$ cat src/rtl/mm_pkg.sv
package mm_pkg;

    // One-hot access target
    typedef struct packed {
        logic port;
        logic io;
        logic chr;
        logic kernal;
        logic basic;
        logic ram;
    } region_sel_t;

    // Registered bank configuration
    typedef struct packed {
        logic       d_io;   // 1: I/O in the $D000 window, 0: character ROM
        logic [1:0] code;   // upper-memory code
    } bank_cfg_t;

    localparam int unsigned CFG_W = 3;

    // Window prefixes, taken from the top of the address
    localparam logic [2:0] PFX_A_WIN = 3'b101;   // $A000-$BFFF
    localparam logic [3:0] PFX_D_WIN = 4'hD;     // $D000-$DFFF
    localparam logic [2:0] PFX_E_WIN = 3'b111;   // $E000-$FFFF

endpackage

$ cat src/rtl/mm_port_regs.sv
module mm_port_regs #(
    parameter int unsigned DATA_W   = 8,
    parameter logic [7:0]  DDR_RST  = 8'h2F,
    parameter logic [7:0]  PORT_RST = 8'h00
) (
    input  logic              clk,
    input  logic              rst_n,
    input  logic              wr_ddr,
    input  logic              wr_port,
    input  logic [DATA_W-1:0] wdata,
    input  logic [DATA_W-1:0] pin_in,
    input  logic [DATA_W-1:0] pin_drv,
    output logic [DATA_W-1:0] ddr_q,
    output logic [DATA_W-1:0] port_q,
    output logic [DATA_W-1:0] eff_now,
    output logic [DATA_W-1:0] eff_next
);

    typedef struct packed {
        logic [DATA_W-1:0] ddr;
        logic [DATA_W-1:0] port;
    } regs_t;

    regs_t r_d, r_q;
    logic [DATA_W-1:0] level;

    always_comb begin
        r_d = r_q;
        if (wr_ddr) begin
            r_d.ddr = wdata;
        end
        if (wr_port) begin
            r_d.port = wdata;
        end
    end

    always_ff @(posedge clk) begin
        if (!rst_n) begin
            r_q.ddr  <= DDR_RST[DATA_W-1:0];
            r_q.port <= PORT_RST[DATA_W-1:0];
        end else begin
            r_q <= r_d;
        end
    end

    // Per-pin resolution: an undriven pin floats high
    for (genvar b = 0; b < DATA_W; b++) begin : g_pin
        assign level[b]    = pin_drv[b] ? pin_in[b] : 1'b1;
        assign eff_now[b]  = r_q.ddr[b] ? r_q.port[b] : level[b];
        assign eff_next[b] = r_d.ddr[b] ? r_d.port[b] : level[b];
    end

    assign ddr_q  = r_q.ddr;
    assign port_q = r_q.port;

endmodule

$ cat src/rtl/mm_region_decode.sv
module mm_region_decode
    import mm_pkg::*;
#(
    parameter int unsigned ADDR_W = 16
) (
    input  logic [ADDR_W-1:0] addr,
    input  logic              we,
    input  logic              re,
    input  bank_cfg_t         cfg,
    output region_sel_t       sel
);

    logic port_hit, in_a, in_d, in_e, roms_on;
    logic basic_hit, kern_hit, char_hit, io_hit;

    always_comb begin
        port_hit  = (addr[ADDR_W-1:1] == '0);
        in_a      = (addr[ADDR_W-1 -: 3] == PFX_A_WIN);
        in_d      = (addr[ADDR_W-1 -: 4] == PFX_D_WIN);
        in_e      = (addr[ADDR_W-1 -: 3] == PFX_E_WIN);
        roms_on   = (cfg.code != 2'b00);
        basic_hit = in_a && (cfg.code == 2'b11);
        kern_hit  = in_e && cfg.code[1];
        char_hit  = in_d && roms_on && !cfg.d_io;
        io_hit    = in_d && roms_on && cfg.d_io;

        sel = '0;
        if (we || re) begin
            if (port_hit) begin
                sel.port = 1'b1;
            end else if (io_hit) begin
                sel.io = 1'b1;
            end else if (we) begin
                sel.ram = 1'b1;     // writes under ROM land in RAM
            end else if (basic_hit) begin
                sel.basic = 1'b1;
            end else if (kern_hit) begin
                sel.kernal = 1'b1;
            end else if (char_hit) begin
                sel.chr = 1'b1;
            end else begin
                sel.ram = 1'b1;
            end
        end
    end

endmodule

$ cat src/rtl/mm_bank_decoder.sv
module mm_bank_decoder
    import mm_pkg::*;
#(
    parameter int unsigned ADDR_W   = 16,
    parameter int unsigned DATA_W   = 8,
    parameter logic [7:0]  DDR_RST  = 8'h2F,
    parameter logic [7:0]  PORT_RST = 8'h00
) (
    input  logic              clk,
    input  logic              rst_n,
    input  logic [ADDR_W-1:0] cpu_addr,
    input  logic [DATA_W-1:0] cpu_wdata,
    input  logic              cpu_we,
    input  logic              cpu_re,
    input  logic [DATA_W-1:0] pin_in,
    input  logic [DATA_W-1:0] pin_drv,
    output logic [DATA_W-1:0] port_rdata,
    output logic [2:0]        cfg_bank,
    output logic              sel_ram,
    output logic              sel_basic,
    output logic              sel_kernal,
    output logic              sel_char,
    output logic              sel_io,
    output logic              sel_port,
    output logic [DATA_W-1:0] pin_out,
    output logic [DATA_W-1:0] pin_oe
);

    logic              hit_port_pair;
    logic              wr_ddr, wr_port;
    logic [DATA_W-1:0] ddr_q, port_q, eff_now, eff_next;
    bank_cfg_t         cfg_d, cfg_q;
    region_sel_t       sel;

    assign hit_port_pair = (cpu_addr[ADDR_W-1:1] == '0);
    assign wr_ddr        = cpu_we && hit_port_pair && !cpu_addr[0];
    assign wr_port       = cpu_we && hit_port_pair &&  cpu_addr[0];

    mm_port_regs #(
        .DATA_W  (DATA_W),
        .DDR_RST (DDR_RST),
        .PORT_RST(PORT_RST)
    ) u_regs (
        .clk     (clk),
        .rst_n   (rst_n),
        .wr_ddr  (wr_ddr),
        .wr_port (wr_port),
        .wdata   (cpu_wdata),
        .pin_in  (pin_in),
        .pin_drv (pin_drv),
        .ddr_q   (ddr_q),
        .port_q  (port_q),
        .eff_now (eff_now),
        .eff_next(eff_next)
    );

    // Bank configuration register: follows the next effective pin levels
    always_comb begin
        cfg_d = bank_cfg_t'(eff_next[CFG_W-1:0]);
    end

    always_ff @(posedge clk) begin
        if (!rst_n) begin
            cfg_q <= bank_cfg_t'(DDR_RST[CFG_W-1:0] & PORT_RST[CFG_W-1:0]);
        end else begin
            cfg_q <= cfg_d;
        end
    end

    mm_region_decode #(
        .ADDR_W(ADDR_W)
    ) u_dec (
        .addr(cpu_addr),
        .we  (cpu_we),
        .re  (cpu_re),
        .cfg (cfg_q),
        .sel (sel)
    );

    always_comb begin
        port_rdata = '0;
        if (cpu_re && hit_port_pair) begin
            port_rdata = cpu_addr[0] ? eff_now : ddr_q;
        end
    end

    assign cfg_bank   = cfg_q;
    assign sel_ram    = sel.ram;
    assign sel_basic  = sel.basic;
    assign sel_kernal = sel.kernal;
    assign sel_char   = sel.chr;
    assign sel_io     = sel.io;
    assign sel_port   = sel.port;
    assign pin_out    = port_q;
    assign pin_oe     = ddr_q;

endmodule

$ cat config.mk
export PLATFORM = sky130hd
export DESIGN_NAME = mm_bank_decoder
export DESIGN_NICKNAME = d
export VERILOG_FILES = /design/src/rtl/mm_pkg.sv /design/src/rtl/mm_port_regs.sv /design/src/rtl/mm_region_decode.sv /design/src/rtl/mm_bank_decoder.sv
export SDC_FILE = /design/constraint.sdc
export NUM_CORES = 1
export LEC_CHECK = 0
export ABC_AREA = 1
export BUFFER_PORTS_ARGS = -buffer_cell sky130_fd_sc_hd__buf_2
export CORE_MARGIN = 1
export CORE_UTILIZATION = 41
export DETAILED_ROUTE_END_ITERATION = 7
export GPL_ROUTABILITY_DRIVEN = 0
export HOLD_SLACK_MARGIN = 0.08
export PLACE_DENSITY = 0.75
export SLEW_MARGIN = 0
export SYNTH_ARGS = -nofsm -noshare
export SYNTH_HDL_FRONTEND = slang
export SYNTH_SLANG_ARGS = --single-unit
$ cat constraint.sdc
create_clock -name clk -period 2 [get_ports clk]
set_clock_uncertainty 0.2 [all_clocks]
set_input_delay 0.4 -clock clk [delete_from_list [all_inputs] [get_ports clk]]
set_output_delay 0.4 -clock clk [all_outputs]
set_load 0.1 [all_outputs]
==> impl_summary.txt, run 1 <==
----------------------------------------------------
[STA]
  Worst EP kind ... output port
  Worst Endpoint after GRT Repair ... sel_io

[Floorplan]
  I/O pin cnt ... 77
  Cell row count ... 18
  Effective utilization at floorplan ... 44.6%
  Die boundary width ... 54.6 um
  Die Y ... 54.6 um

[CTS]
  Max Buffers Root-to-Sink ... 2
  Cts hold-fix bufs ... 0
  Number of sinks handled by clock tree synthesis ... 19
  Cell chosen for the clock root ... clkbuf_4
  Htree depth ... 1
  Total clock buffers created by CTS ... 3

[Yosys]
  Syn_area_per_cell ... 7.01 um^2
  Distinct cell type count of the synthesized netlist ... 22
  Part of the Yosys area used for sequential elements ... 33.5%
  Syn. warnings ... 0
  Cell accounting for the most synthesized area ... dfxtp_1
  Net count of the mapped netlist ... 206
  Post-Synthesis Cell Area ... 1130 um^2
  Synthesized flop and latch total ... 19
  Leading post-synthesis cells by cell area ... dfxtp_1 34%, inv_1 8.9%, a21oi_1 8.4%
  Cell count after synthesis ... 162
  Area share of the leading cell type in the synthesized netlist ... 33.5%

[Outcome]
  Fail Step ... global routing (5_1_grt)
  Run-stopping error ... [ERROR DPL-0033] detailed placement checks failed during check placement.
  Run status ... did not finish

[Global routing]
  Antenna violations before repair ... 0
  Pin count of the biggest net entering global routing ... 17

[Placed design]
  PortBufs ... 76
  HPWL reported at the end of detailed placement ... 3.28 mm

----------------------------------------------------
synthesized netlist by cell type (all sizes together):
cell type	number
inv	27
nand2	24
a21oi	21
dfxtp	19
nor2	18
nand3	17
o21ai	12
a311oi	5
buf	4
nand4	4
nand3b	3
o211ai	3
nor3	2
clkbuf	1
clkinv	1
nor4	1
logic make-up after synthesis:
family | Yosys count | share of synthesized area (%)
compound gates | 41 | 21.1
buf+inv | 33 | 12.9
flops | 19 | 33.5
simple gates | 69 | 32.5
repair_timing:
action | CTS
setup buffers | 5
setup endpoints to repair | 13
pin swaps | 23
resized for setup | 28
per-stage QoR:
step / setup slack [ps] / TNS [ps] / cell area, um^2 / instances / hold slack, ps
2_1_floorplan: -556 / -3820 / 1420 / 162 / 296
3_3_place_gp: -161 / -1620 / 2170 / 283 / 257
3_5_place_dp: -200 / -2020 / 2170 / 283 / 270
4_1_cts: -128 / -961 / 2370 / 291 / 137
==> run 2: changes to the inputs <==
CORE_AREA = 2 2 63 65   (was default)
CORE_MARGIN = default   (was 1)
CORE_UTILIZATION = default   (was 41)
DIE_AREA = 0 0 65 67   (was default)
HOLD_SLACK_MARGIN = default   (was 0.08)
PLACE_DENSITY = default   (was 0.75)
PLACE_DENSITY_LB_ADDON = 0.15   (was default)
==> run 2 against run 1 <==
The flow now finishes, with violations (setup timing). Area after synthesis stayed put. Synthesized cell count stayed put.
==> impl_summary.txt, run 2 <==
----------------------------------------------------
[Yosys]
  Syn. warnings ... 0
  Cell count after synthesis ... 162
  Syn_area_per_cell ... 7.01 um^2
  Cell accounting for the most synthesized area ... dfxtp_1
  Fraction of registers with async set/reset ... 0%
  Post-Synthesis Cell Area ... 1130 um^2
  Net count of the mapped netlist ... 206
  Cell with the most instances after synthesis ... inv_1
  Synthesized flop and latch total ... 19
  Part of the Yosys area used for sequential elements ... 33.5%
  Distinct cell type count of the synthesized netlist ... 22
  Synth Flop Type ... dfxtp_1
  Leading post-synthesis cells by cell area ... dfxtp_1 34%, inv_1 8.9%, a21oi_1 8.4%
  Count of flip-flops with a built-in enable after synthesis ... 0
  Area share of the leading cell type in the synthesized netlist ... 33.5%
  Synth cell count leaders ... 27 x inv_1, 21 x nand2_1, 19 x a21oi_1, 19 x dfxtp_1, 15 x nor2_1

[CTS]
  Cts hold-fix bufs ... 0
  Cell chosen for the clock root ... clkbuf_8
  Max Buffers Root-to-Sink ... 2
  Htree depth ... 1
  Clock tree from TritonCTS ... done
  Total clock buffers created by CTS ... 3
  Number of sinks handled by clock tree synthesis ... 19
  Clock latency on the worst-skew pair ... 250 ps
  Clock transition at the registers of the reported paths ... 70 ps

[Placed design]
  HPWL reported at the end of detailed placement ... 3.03 mm
  Total placed cells including tap cells ... 306
  Post-place setup slack ... -214 ps
  PortBufs ... 76

[Hold path]
  Type of the tightest min-delay check ... in -> reg

[Routing]
  Post-DR wirelength/cell ... 12.6 um
  Antenna violation net count after detailed routing ... 0
  Residual DRC ... 0
  Violation count after the first detailed-routing iteration ... 29
  Detailed-route vias per instance ... 4.78
  Total detailed-routing wirelength ... 3.94 mm
  First-pass iteration count of the detailed router ... 4
  Via Count ... 1,491

[STA]
  Final Slew Violations ... 0
  Share of the clock period used by the worst path after layout ... 107%
  Number of failing hold endpoints at the final stage ... 0
  Tmin final ... 2140 ps
  Final count of negative-setup-slack endpoints ... 11
  Worst hold slack after final layout ... 187 ps
  Setup slack after layout ... -138 ps
  Max Clock Freq ... 0.468 GHz
  Transition at the pin with the smallest max-transition slack ... 499 ps
  Slew margin rel. ... 67.0%
  Unrepaired setup endpoints after global routing ... yes

[Layout]
  Layout cells sized above 1 ... 66.3%
  Final net count ... 309
  Top library cells by usage in the layout, fill and taps aside ... 54 x buf_2, 23 x inv_1, 21 x buf_4
  Area growth from synthesis to layout ... 116%
  Commonest non-fill, non-tap cell in the layout ... buf_2
  Cell Count, Final, Fillers Out ... 312
  Number of antenna repair diodes ... 0
  Number of fill cells ... 311
  Post-layout utilization of the core ... 67.9%

[Outcome]
  Violations in the final reports ... setup timing
  Run status ... finished, violations left

[Global routing]
  Antenna violations before repair ... 0
  Global-route congestion overflow total ... 0
  Wire length of the first global-routing pass ... 6.36 mm
  Global-route total usage across every layer ... 19.3%
  Pin count of the biggest net entering global routing ... 17
  Via count of the first global-routing pass ... 1,346

[Pwr]
  Worst vdd rail ir drop ... 0.000327 V
  Total power per unit cell area ... 338 nW/um^2
  Reported leakage power ... 1.08 nW

[Flow run]
  Max capacitance violation total ... 0

[Floorplan]
  Die Y ... 67 um
  Die boundary width ... 65 um
  I/O pin cnt ... 77
  Die area ... 4360 um^2
  CORE AREA ... 3610 um^2
  Cell row count ... 22
  Effective utilization at floorplan ... 31.5%

[Worst setup path]
  Crit Path Category ... in -> out
  Launching element type of the critical path ... input pin
  Data arrival time of the worst path ... 1540 ps
  Type of destination of the critical path ... primary output
  Top fanout value on the critical path ... 6
  CP Data Required Time ... 1400 ps

----------------------------------------------------
-- run 2: cell counts after synthesis --
Identical to the previous run, type by type.
-- run 2: through the flow --
| stage | TNS, ps | instance area, um^2 | total power, W |
|---|---|---|---|
| after detailed placement | -2070 | 2250 | 0.000539 |
| after global placement | -1910 | 2250 | 0.000537 |
| after CTS | -1120 | 2420 | 0.000830 |
| final | -1010 | 2450 | 0.000828 |
| after global routing | -1800 | 2450 | 0.000869 |
| after floorplan | -3820 | 1420 | 0.000441 |
-- run 2: power breakdown --
group / internal, W / total, W / leakage [nW] / switching [W]
clock: 0.000142 / 0.000271 / 0.0228 / 0.000129
combinational: 0.0000928 / 0.000184 / 0.899 / 0.0000909
sequential: 0.000374 / 0.000374 / 0.159 / 0.00000000758
-- run 2: worst paths after layout --
check	startpoint	to	slack (ps)	cells after the start
setup reg to reg	u_regs.port_q[0]	cfg_bank[0]	1020	4
setup / recovery	cpu_addr[13]	port_rdata[2]	-140	7
hold reg to reg	u_regs.ddr_q[6]	u_regs.ddr_q[6]	280	2
hold / removal	cpu_wdata[5]	u_regs.ddr_q[5]	190	3
-- run 2: cell type report --
cell class / count / area (um^2) / share of cell area, %
timing repair buffer: 103 / 891 / 36.4
inverter: 28 / 119 / 4.86
multi-input combinational: 110 / 921 / 37.6
clock buffer: 4 / 45.0 / 1.84
tap: 48 / 60.1 / 2.45
sequential: 19 / 412 / 16.8
-- run 2: per-layer routing --
metal	global-route usage, %	routed length [um]	vias to the layer above
met4	6.91	27	0
met2	33.2	2010	48
met3	3.04	211	2
met5	0	0	-
li1	-	-	754
met1	24.3	1700	687
-- run 2: kinds of logic (layout without fill, tap and decap cells) --
| family | after synthesis | in the layout | synth area share [%] |
|---|---|---|---|
| simple gates | 69 | 69 | 32.5 |
| compound gates | 41 | 41 | 21.1 |
| buf+inv | 33 | 135 | 12.9 |
| flops | 19 | 19 | 33.5 |
-- run 2: repair_timing --
action                     4_1_cts  5_1_grt
setup endpoints to repair       13       13
gates resized for setup         27        6
setup buffers                    2        1
pin swaps                       20        5
cloned                           0        0
-- run 2: worst max-delay path, cell delays in order --
cell and delay [ps]:
buf_6 100, nor2_4 100, nand2_2 70, nor2_4 130
nand3_4 190, a311oi_4 320, buf_12 220
Note: power is estimated with default switching activity, not from simulation.
==> run 3: changes to the inputs <==
--- a/config.mk
+++ b/config.mk
@@ -13,3 +13,3 @@
 export GPL_ROUTABILITY_DRIVEN = 0
-export PLACE_DENSITY_LB_ADDON = 0.15
+export HOLD_SLACK_MARGIN = 0.06
 export SLEW_MARGIN = 0
--- a/constraint.sdc
+++ b/constraint.sdc
@@ -4,2 +4,2 @@
 set_output_delay 0.4 -clock clk [all_outputs]
-set_load 0.1 [all_outputs]
+set_load 0.05 [all_outputs]
==> run 3 against run 2 <==
The run still ends with setup timing left. Critical path depth unchanged. Sequential share of layout area increased by 1.8 points. Combinational power decreased by 26%. Die area unchanged. Critical endpoint is now port_rdata[5].
==> impl_summary.txt, run 3 (synthesis gave the netlist of run 2 again) <==
----------------------------------------------------
[CTS]
  Number of sinks handled by clock tree synthesis ... 19
  Total clock buffers created by CTS ... 3
  Clock tree from TritonCTS ... done
  Clock transition at the registers of the reported paths ... 70 ps
  Cts hold-fix bufs ... 0
  Cell chosen for the clock root ... clkbuf_8
  Htree depth ... 1
  Max Buffers Root-to-Sink ... 2
  Clock latency on the worst-skew pair ... 250 ps

[Global routing]
  Antenna violations before repair ... 0
  Wire length of the first global-routing pass ... 5.82 mm
  Global-route congestion overflow total ... 0
  Pin count of the biggest net entering global routing ... 17
  Global-route total usage across every layer ... 17.2%
  Via count of the first global-routing pass ... 1,318

[Layout]
  Top library cells by usage in the layout, fill and taps aside ... 56 x buf_2, 27 x inv_1, 22 x buf_6, 17 x dfxtp_1, 16 x nand2_1
  Commonest non-fill, non-tap cell in the layout ... buf_2
  Layout cells sized above 1 ... 54.2%
  Area growth from synthesis to layout ... 81.5%
  Number of fill cells ... 360
  Number of antenna repair diodes ... 0
  Final net count ... 298

[Outcome]
  Run status ... finished, violations left
  Violations in the final reports ... setup timing

[Hold path]
  Origin of the worst min-delay path ... cpu_wdata[3]
  Number of cells on the worst hold path ... 3
  Type of the tightest min-delay check ... in -> reg
  Capture endpoint of the worst hold path ... u_regs.ddr_q[3]

[Routing]
  Via Count ... 1,420
  Antenna violation net count after detailed routing ... 0
  Post-DR wirelength/cell ... 12.5 um
  Total detailed-routing wirelength ... 3.77 mm
  Violation count after the first detailed-routing iteration ... 19
  First-pass iteration count of the detailed router ... 4
  Detailed-route vias per instance ... 4.72
  Residual DRC ... 0

[Floorplan]
  Die Y ... 67 um
  Effective utilization at floorplan ... 31.5%
  I/O pin cnt ... 77
  Die area ... 4360 um^2
  Cell row count ... 22
  Die boundary width ... 65 um
  CORE AREA ... 3610 um^2

[Worst setup path]
  Crit Path Category ... in -> out
  Worst-case register-to-register setup slack ... 990 ps
  Top fanout value on the critical path ... 6
  Data arrival time of the worst path ... 1490 ps
  Type of destination of the critical path ... primary output
  CP Data Required Time ... 1400 ps
  Reg2reg start ... u_regs.ddr_q[2]
  Worst reg-to-reg path cell count ... 4
  Critical register-to-register path endpoint ... cfg_bank[2]
  Launching element type of the critical path ... input pin

[STA]
  Transition at the pin with the smallest max-transition slack ... 291 ps
  Tmin final ... 2090 ps
  Max Clock Freq ... 0.479 GHz
  Share of the clock period used by the worst path after layout ... 104%
  Final Slew Violations ... 0
  Worst hold slack after final layout ... 190 ps
  Slew margin rel. ... 80.5%
  Unrepaired setup endpoints after global routing ... yes
  Setup slack after layout ... -86.4 ps
  Number of failing hold endpoints at the final stage ... 0
  Final count of negative-setup-slack endpoints ... 9

[Pwr]
  Total power per unit cell area ... 381 nW/um^2
  Reported leakage power ... 0.976 nW
  Worst vdd rail ir drop ... 0.000221 V
  Total power ... 0.000784 W

[Placed design]
  PortBufs ... 76
  HPWL reported at the end of detailed placement ... 2.83 mm

[Flow run]
  Max capacitance violation total ... 0

----------------------------------------------------
[run 3: changes by cell type in the layout (fill, tap and decap cells not counted), moves of 4 or more]
| cell | before | now |
|---|---|---|
| buf_6 | 10 | 22 |
| buf_4 | 21 | 14 |
| dfxtp_2 | 16 | 2 |
| inv_1 | 23 | 27 |
| buf_12 | 16 | 0 |
| dfxtp_1 | 0 | 17 |
[run 3: worst max-delay path: stages]
cell and delay (ps):
buf_6 100, nor2_4 90, nand2_2 70, nor2_4 140, nand3_4 200, a311oi_4 280, buf_6 200
[run 3: area by class of cell]
cell class	instances	area, um^2	share of cell area [%]
Tap cell	48	60.1	2.92
Clock buffer	4	45.0	2.19
Inverter	28	110	5.35
Multi-Input combinational cell	110	828	40.2
Timing Repair Buffer	92	633	30.7
Sequential cell	19	383	18.6
[run 3: repair_timing]
action,4_1_cts,5_1_grt
buffers inserted,1,1
hold endpoints to repair,0,0
resized for setup,29,18
cloned,0,0
pin swaps,7,4
setup endpoints to repair,12,12
[run 3: worst max path at each step]
stage / from / end
2_1_floorplan: cpu_addr[10] / port_rdata[0]
3_3_place_gp: cpu_addr[10] / port_rdata[1]
3_5_place_dp: cpu_addr[12] / port_rdata[0]
4_1_cts: cpu_addr[13] / port_rdata[7]
5_1_grt: cpu_addr[5] / port_rdata[5]
6_report: cpu_addr[12] / port_rdata[5]
[run 3: layer usage]
| layer | track usage [%] | vias to the layer above | part of all wire [%] |
|---|---|---|---|
| li1 | - | 728 | - |
| met1 | 20.8 | 631 | 42 |
| met2 | 30.5 | 56 | 49 |
| met3 | 3.89 | 5 | 8.1 |
| met4 | 4.79 | 0 | 0.95 |
| met5 | 0 | - | 0 |
[run 3: where the power goes]
group          internal [W]   switching, W  total (W)
Sequential         0.000378  0.00000000614   0.000378
Clock              0.000142       0.000127   0.000269
Combinational     0.0000651      0.0000723   0.000137
Total              0.000585       0.000199   0.000784
[run 3: through the flow]
step	setup slack (ps)	TNS (ps)	std cells	instance area (um^2)	util, %
floorplan	-150	-910	162	1320	-
global placement	-201	-1720	296	1830	50.8
detailed placement	-234	-1750	296	1830	50.8
CTS	-109	-792	301	1980	54.9
global route	-152	-1340	301	2060	57.1
finish	-86.4	-566	301	2060	57.1
==> run 4: changes to the inputs <==
CORE_AREA = default   (was 2 2 63 65)
CORE_MARGIN = 1   (was default)
CORE_UTILIZATION = 40   (was default)
DIE_AREA = default   (was 0 0 65 67)
PLACE_DENSITY = 0.72   (was default)
SKIP_CTS_REPAIR_TIMING = 1   (was default)
SYNTH_HIERARCHICAL = 1   (was default)
==> run 4 against run 3 <==
The flow now finishes without violations. Non-clock buffer count is the same. Critical path depth grew 1. Clock power shrank 28%. Sequential power is essentially flat. Critical path type unchanged. Critical endpoint is now port_rdata[7]. Highest routed layer unchanged.
==> impl_summary.txt, run 4 <==
----------------------------------------------------
[Routing]
  Violation count after the first detailed-routing iteration ... 46
  Via Count ... 1,592
  Total detailed-routing wirelength ... 3.58 mm
  Antenna violation net count after detailed routing ... 0
  Residual DRC ... 0
  Detailed-route vias per instance ... 4.48
  First-pass iteration count of the detailed router ... 4
  Post-DR wirelength/cell ... 10.1 um

[Layout]
  Commonest non-fill, non-tap cell in the layout ... nand2_1
  Final net count ... 356
  Number of antenna repair diodes ... 0
  Layout cells sized above 1 ... 49.2%
  Area growth from synthesis to layout ... 53.7%
  Post-layout utilization of the core ... 66.9%
  Top library cells by usage in the layout, fill and taps aside ... 77 x nand2_1, 66 x buf_2, 27 x inv_1, 24 x nor2_1, 16 x buf_4

[STA]
  Share of the clock period used by the worst path after layout ... 97.2%
  Setup slack after layout ... 55.2 ps
  Slew margin rel. ... 77.5%
  Unrepaired setup endpoints after global routing ... yes
  Transition at the pin with the smallest max-transition slack ... 338 ps
  Max Clock Freq ... 0.514 GHz
  Final Slew Violations ... 0
  Post-route setup TNS ... 0 ps
  Final count of negative-setup-slack endpoints ... 0
  Number of failing hold endpoints at the final stage ... 0
  Tmin final ... 1940 ps

[Global routing]
  Global-route congestion overflow total ... 0
  Wire length of the first global-routing pass ... 5.44 mm
  Via count of the first global-routing pass ... 1,354
  Pin count of the biggest net entering global routing ... 12
  Global-route total usage across every layer ... 19.8%
  Antenna violations before repair ... 0

[CTS]
  Total clock buffers created by CTS ... 3
  Number of sinks handled by clock tree synthesis ... 19
  Max Buffers Root-to-Sink ... 2
  Cell chosen for the clock root ... clkbuf_4
  Htree depth ... 1
  Clock tree from TritonCTS ... done
  Clock latency on the worst-skew pair ... 290 ps
  Clock transition at the registers of the reported paths ... 110 ps

[Worst setup path]
  Crit Path Category ... in -> out
  Cells along the critical path ... buf_2, nor2_1, nand2_1, nor2_4, nand3_4, buf_12, nor2_4, buf_6
  Max stage delay cell, worst path ... buf_12
  Reg2reg start ... u_regs/ddr_q[0]
  CP Buf/Inv Count ... 3
  Most frequent cell on the critical path ... nor2_4
  Worst-case register-to-register setup slack ... 930 ps
  Worst setup startpoint ... cpu_addr[10]
  CP Data Required Time ... 1400 ps
  Top fanout value on the critical path ... 8
  Family of cells with the greatest summed delay on the critical path ... simple AND/OR/NAND/NOR gates
  Type of destination of the critical path ... primary output
  Launching element type of the critical path ... input pin
  Data arrival time of the worst path ... 1340 ps
  Crit-path max cell delay ... 160 ps

[Floorplan]
  Die area ... 3640 um^2
  CORE AREA ... 3130 um^2
  I/O pin cnt ... 77
  Cell row count ... 20
  Die boundary width ... 60.3 um
  Effective utilization at floorplan ... 43.5%
  Die Y ... 60.3 um

[Pwr]
  Reported leakage power ... 1.11 nW
  Internal power component ... 0.000513 W
  Portion of total power attributed to combinational logic ... 18.0%
  Total power per unit cell area ... 333 nW/um^2
  Worst vdd rail ir drop ... 0.000254 V
  Switching part of the total power ... 26.3%
  Net switching power ... 0.000183 W
  Sequential power share ... 54.3%
  Clock network fraction of total power ... 27.7%

[Flow run]
  Max capacitance violation total ... 0

[Yosys]
  Post-Synthesis Cell Area ... 1360 um^2
  Syn_area_per_cell ... 6.22 um^2
  Cell count after synthesis ... 219
  Net count of the mapped netlist ... 263
  Syn. warnings ... 6

[Outcome]
  Run status ... complete, no violations

[Hold path]
  Type of the tightest min-delay check ... in -> reg
  Origin of the worst min-delay path ... cpu_wdata[5]

[Placed design]
  PortBufs ... 76
  HPWL reported at the end of detailed placement ... 2.74 mm
  Post-place setup slack ... -28.3 ps

----------------------------------------------------
[run 4: final timing paths]
| path | endpoint | depth (start not counted) |
|---|---|---|
| worst max-delay path | port_rdata[7] | 8 |
| worst min-delay path | u_regs/ddr_q[5] | 3 |
| worst max register to register | cfg_bank[0] | 5 |
| worst min register to register | u_regs/port_q[6] | 2 |
[run 4: final cells by class]
type,count,area (um^2)
Fill cell,287,1040
Multi-Input combinational cell,166,921
Timing Repair Buffer,92,572
Sequential cell,19,390
Inverter,30,128
Tap cell,44,55.1
Clock buffer,4,26.3
[run 4: worst register-to-register path, stage by stage (launching register included)]
cell     delay (ps)
dfxtp_1         430
nand2_2          90
nand3_1          80
nand2_1          60
nand2_1          70
inv_1            40
[run 4: through the flow]
step | std cells | total power, W | hold slack (ps) | instance area (um^2)
6_report | 355 | 0.000696 | 130 | 2090
5_1_grt | 355 | 0.000745 | 139 | 2090
4_1_cts | 353 | 0.000700 | 118 | 1930
3_5_place_dp | 349 | 0.000502 | 266 | 1900
3_3_place_gp | 349 | 0.000502 | 265 | 1900
2_1_floorplan | 219 | 0.000438 | 284 | 1400
[run 4: power groups by stage]
stage / combinational, W / sequential [W] / clock [W]
6_report: 0.000125 / 0.000378 / 0.000193
5_1_grt: 0.000140 / 0.000378 / 0.000226
4_1_cts: 0.000116 / 0.000378 / 0.000205
3_5_place_dp: 0.000116 / 0.000387 / 0
3_3_place_gp: 0.000115 / 0.000387 / 0
2_1_floorplan: 0.0000511 / 0.000387 / 0
[run 4: per-layer routing]
layer | wire [um] | global-route usage [%] | share of wire (%) | up-vias
li1 | - | - | - | 851
met1 | 1660 | 26.1 | 46 | 688
met2 | 1700 | 34.1 | 47 | 49
met3 | 178 | 1.28 | 5.0 | 4
met4 | 46 | 6.98 | 1.3 | 0
met5 | 0 | 0 | 0 | -
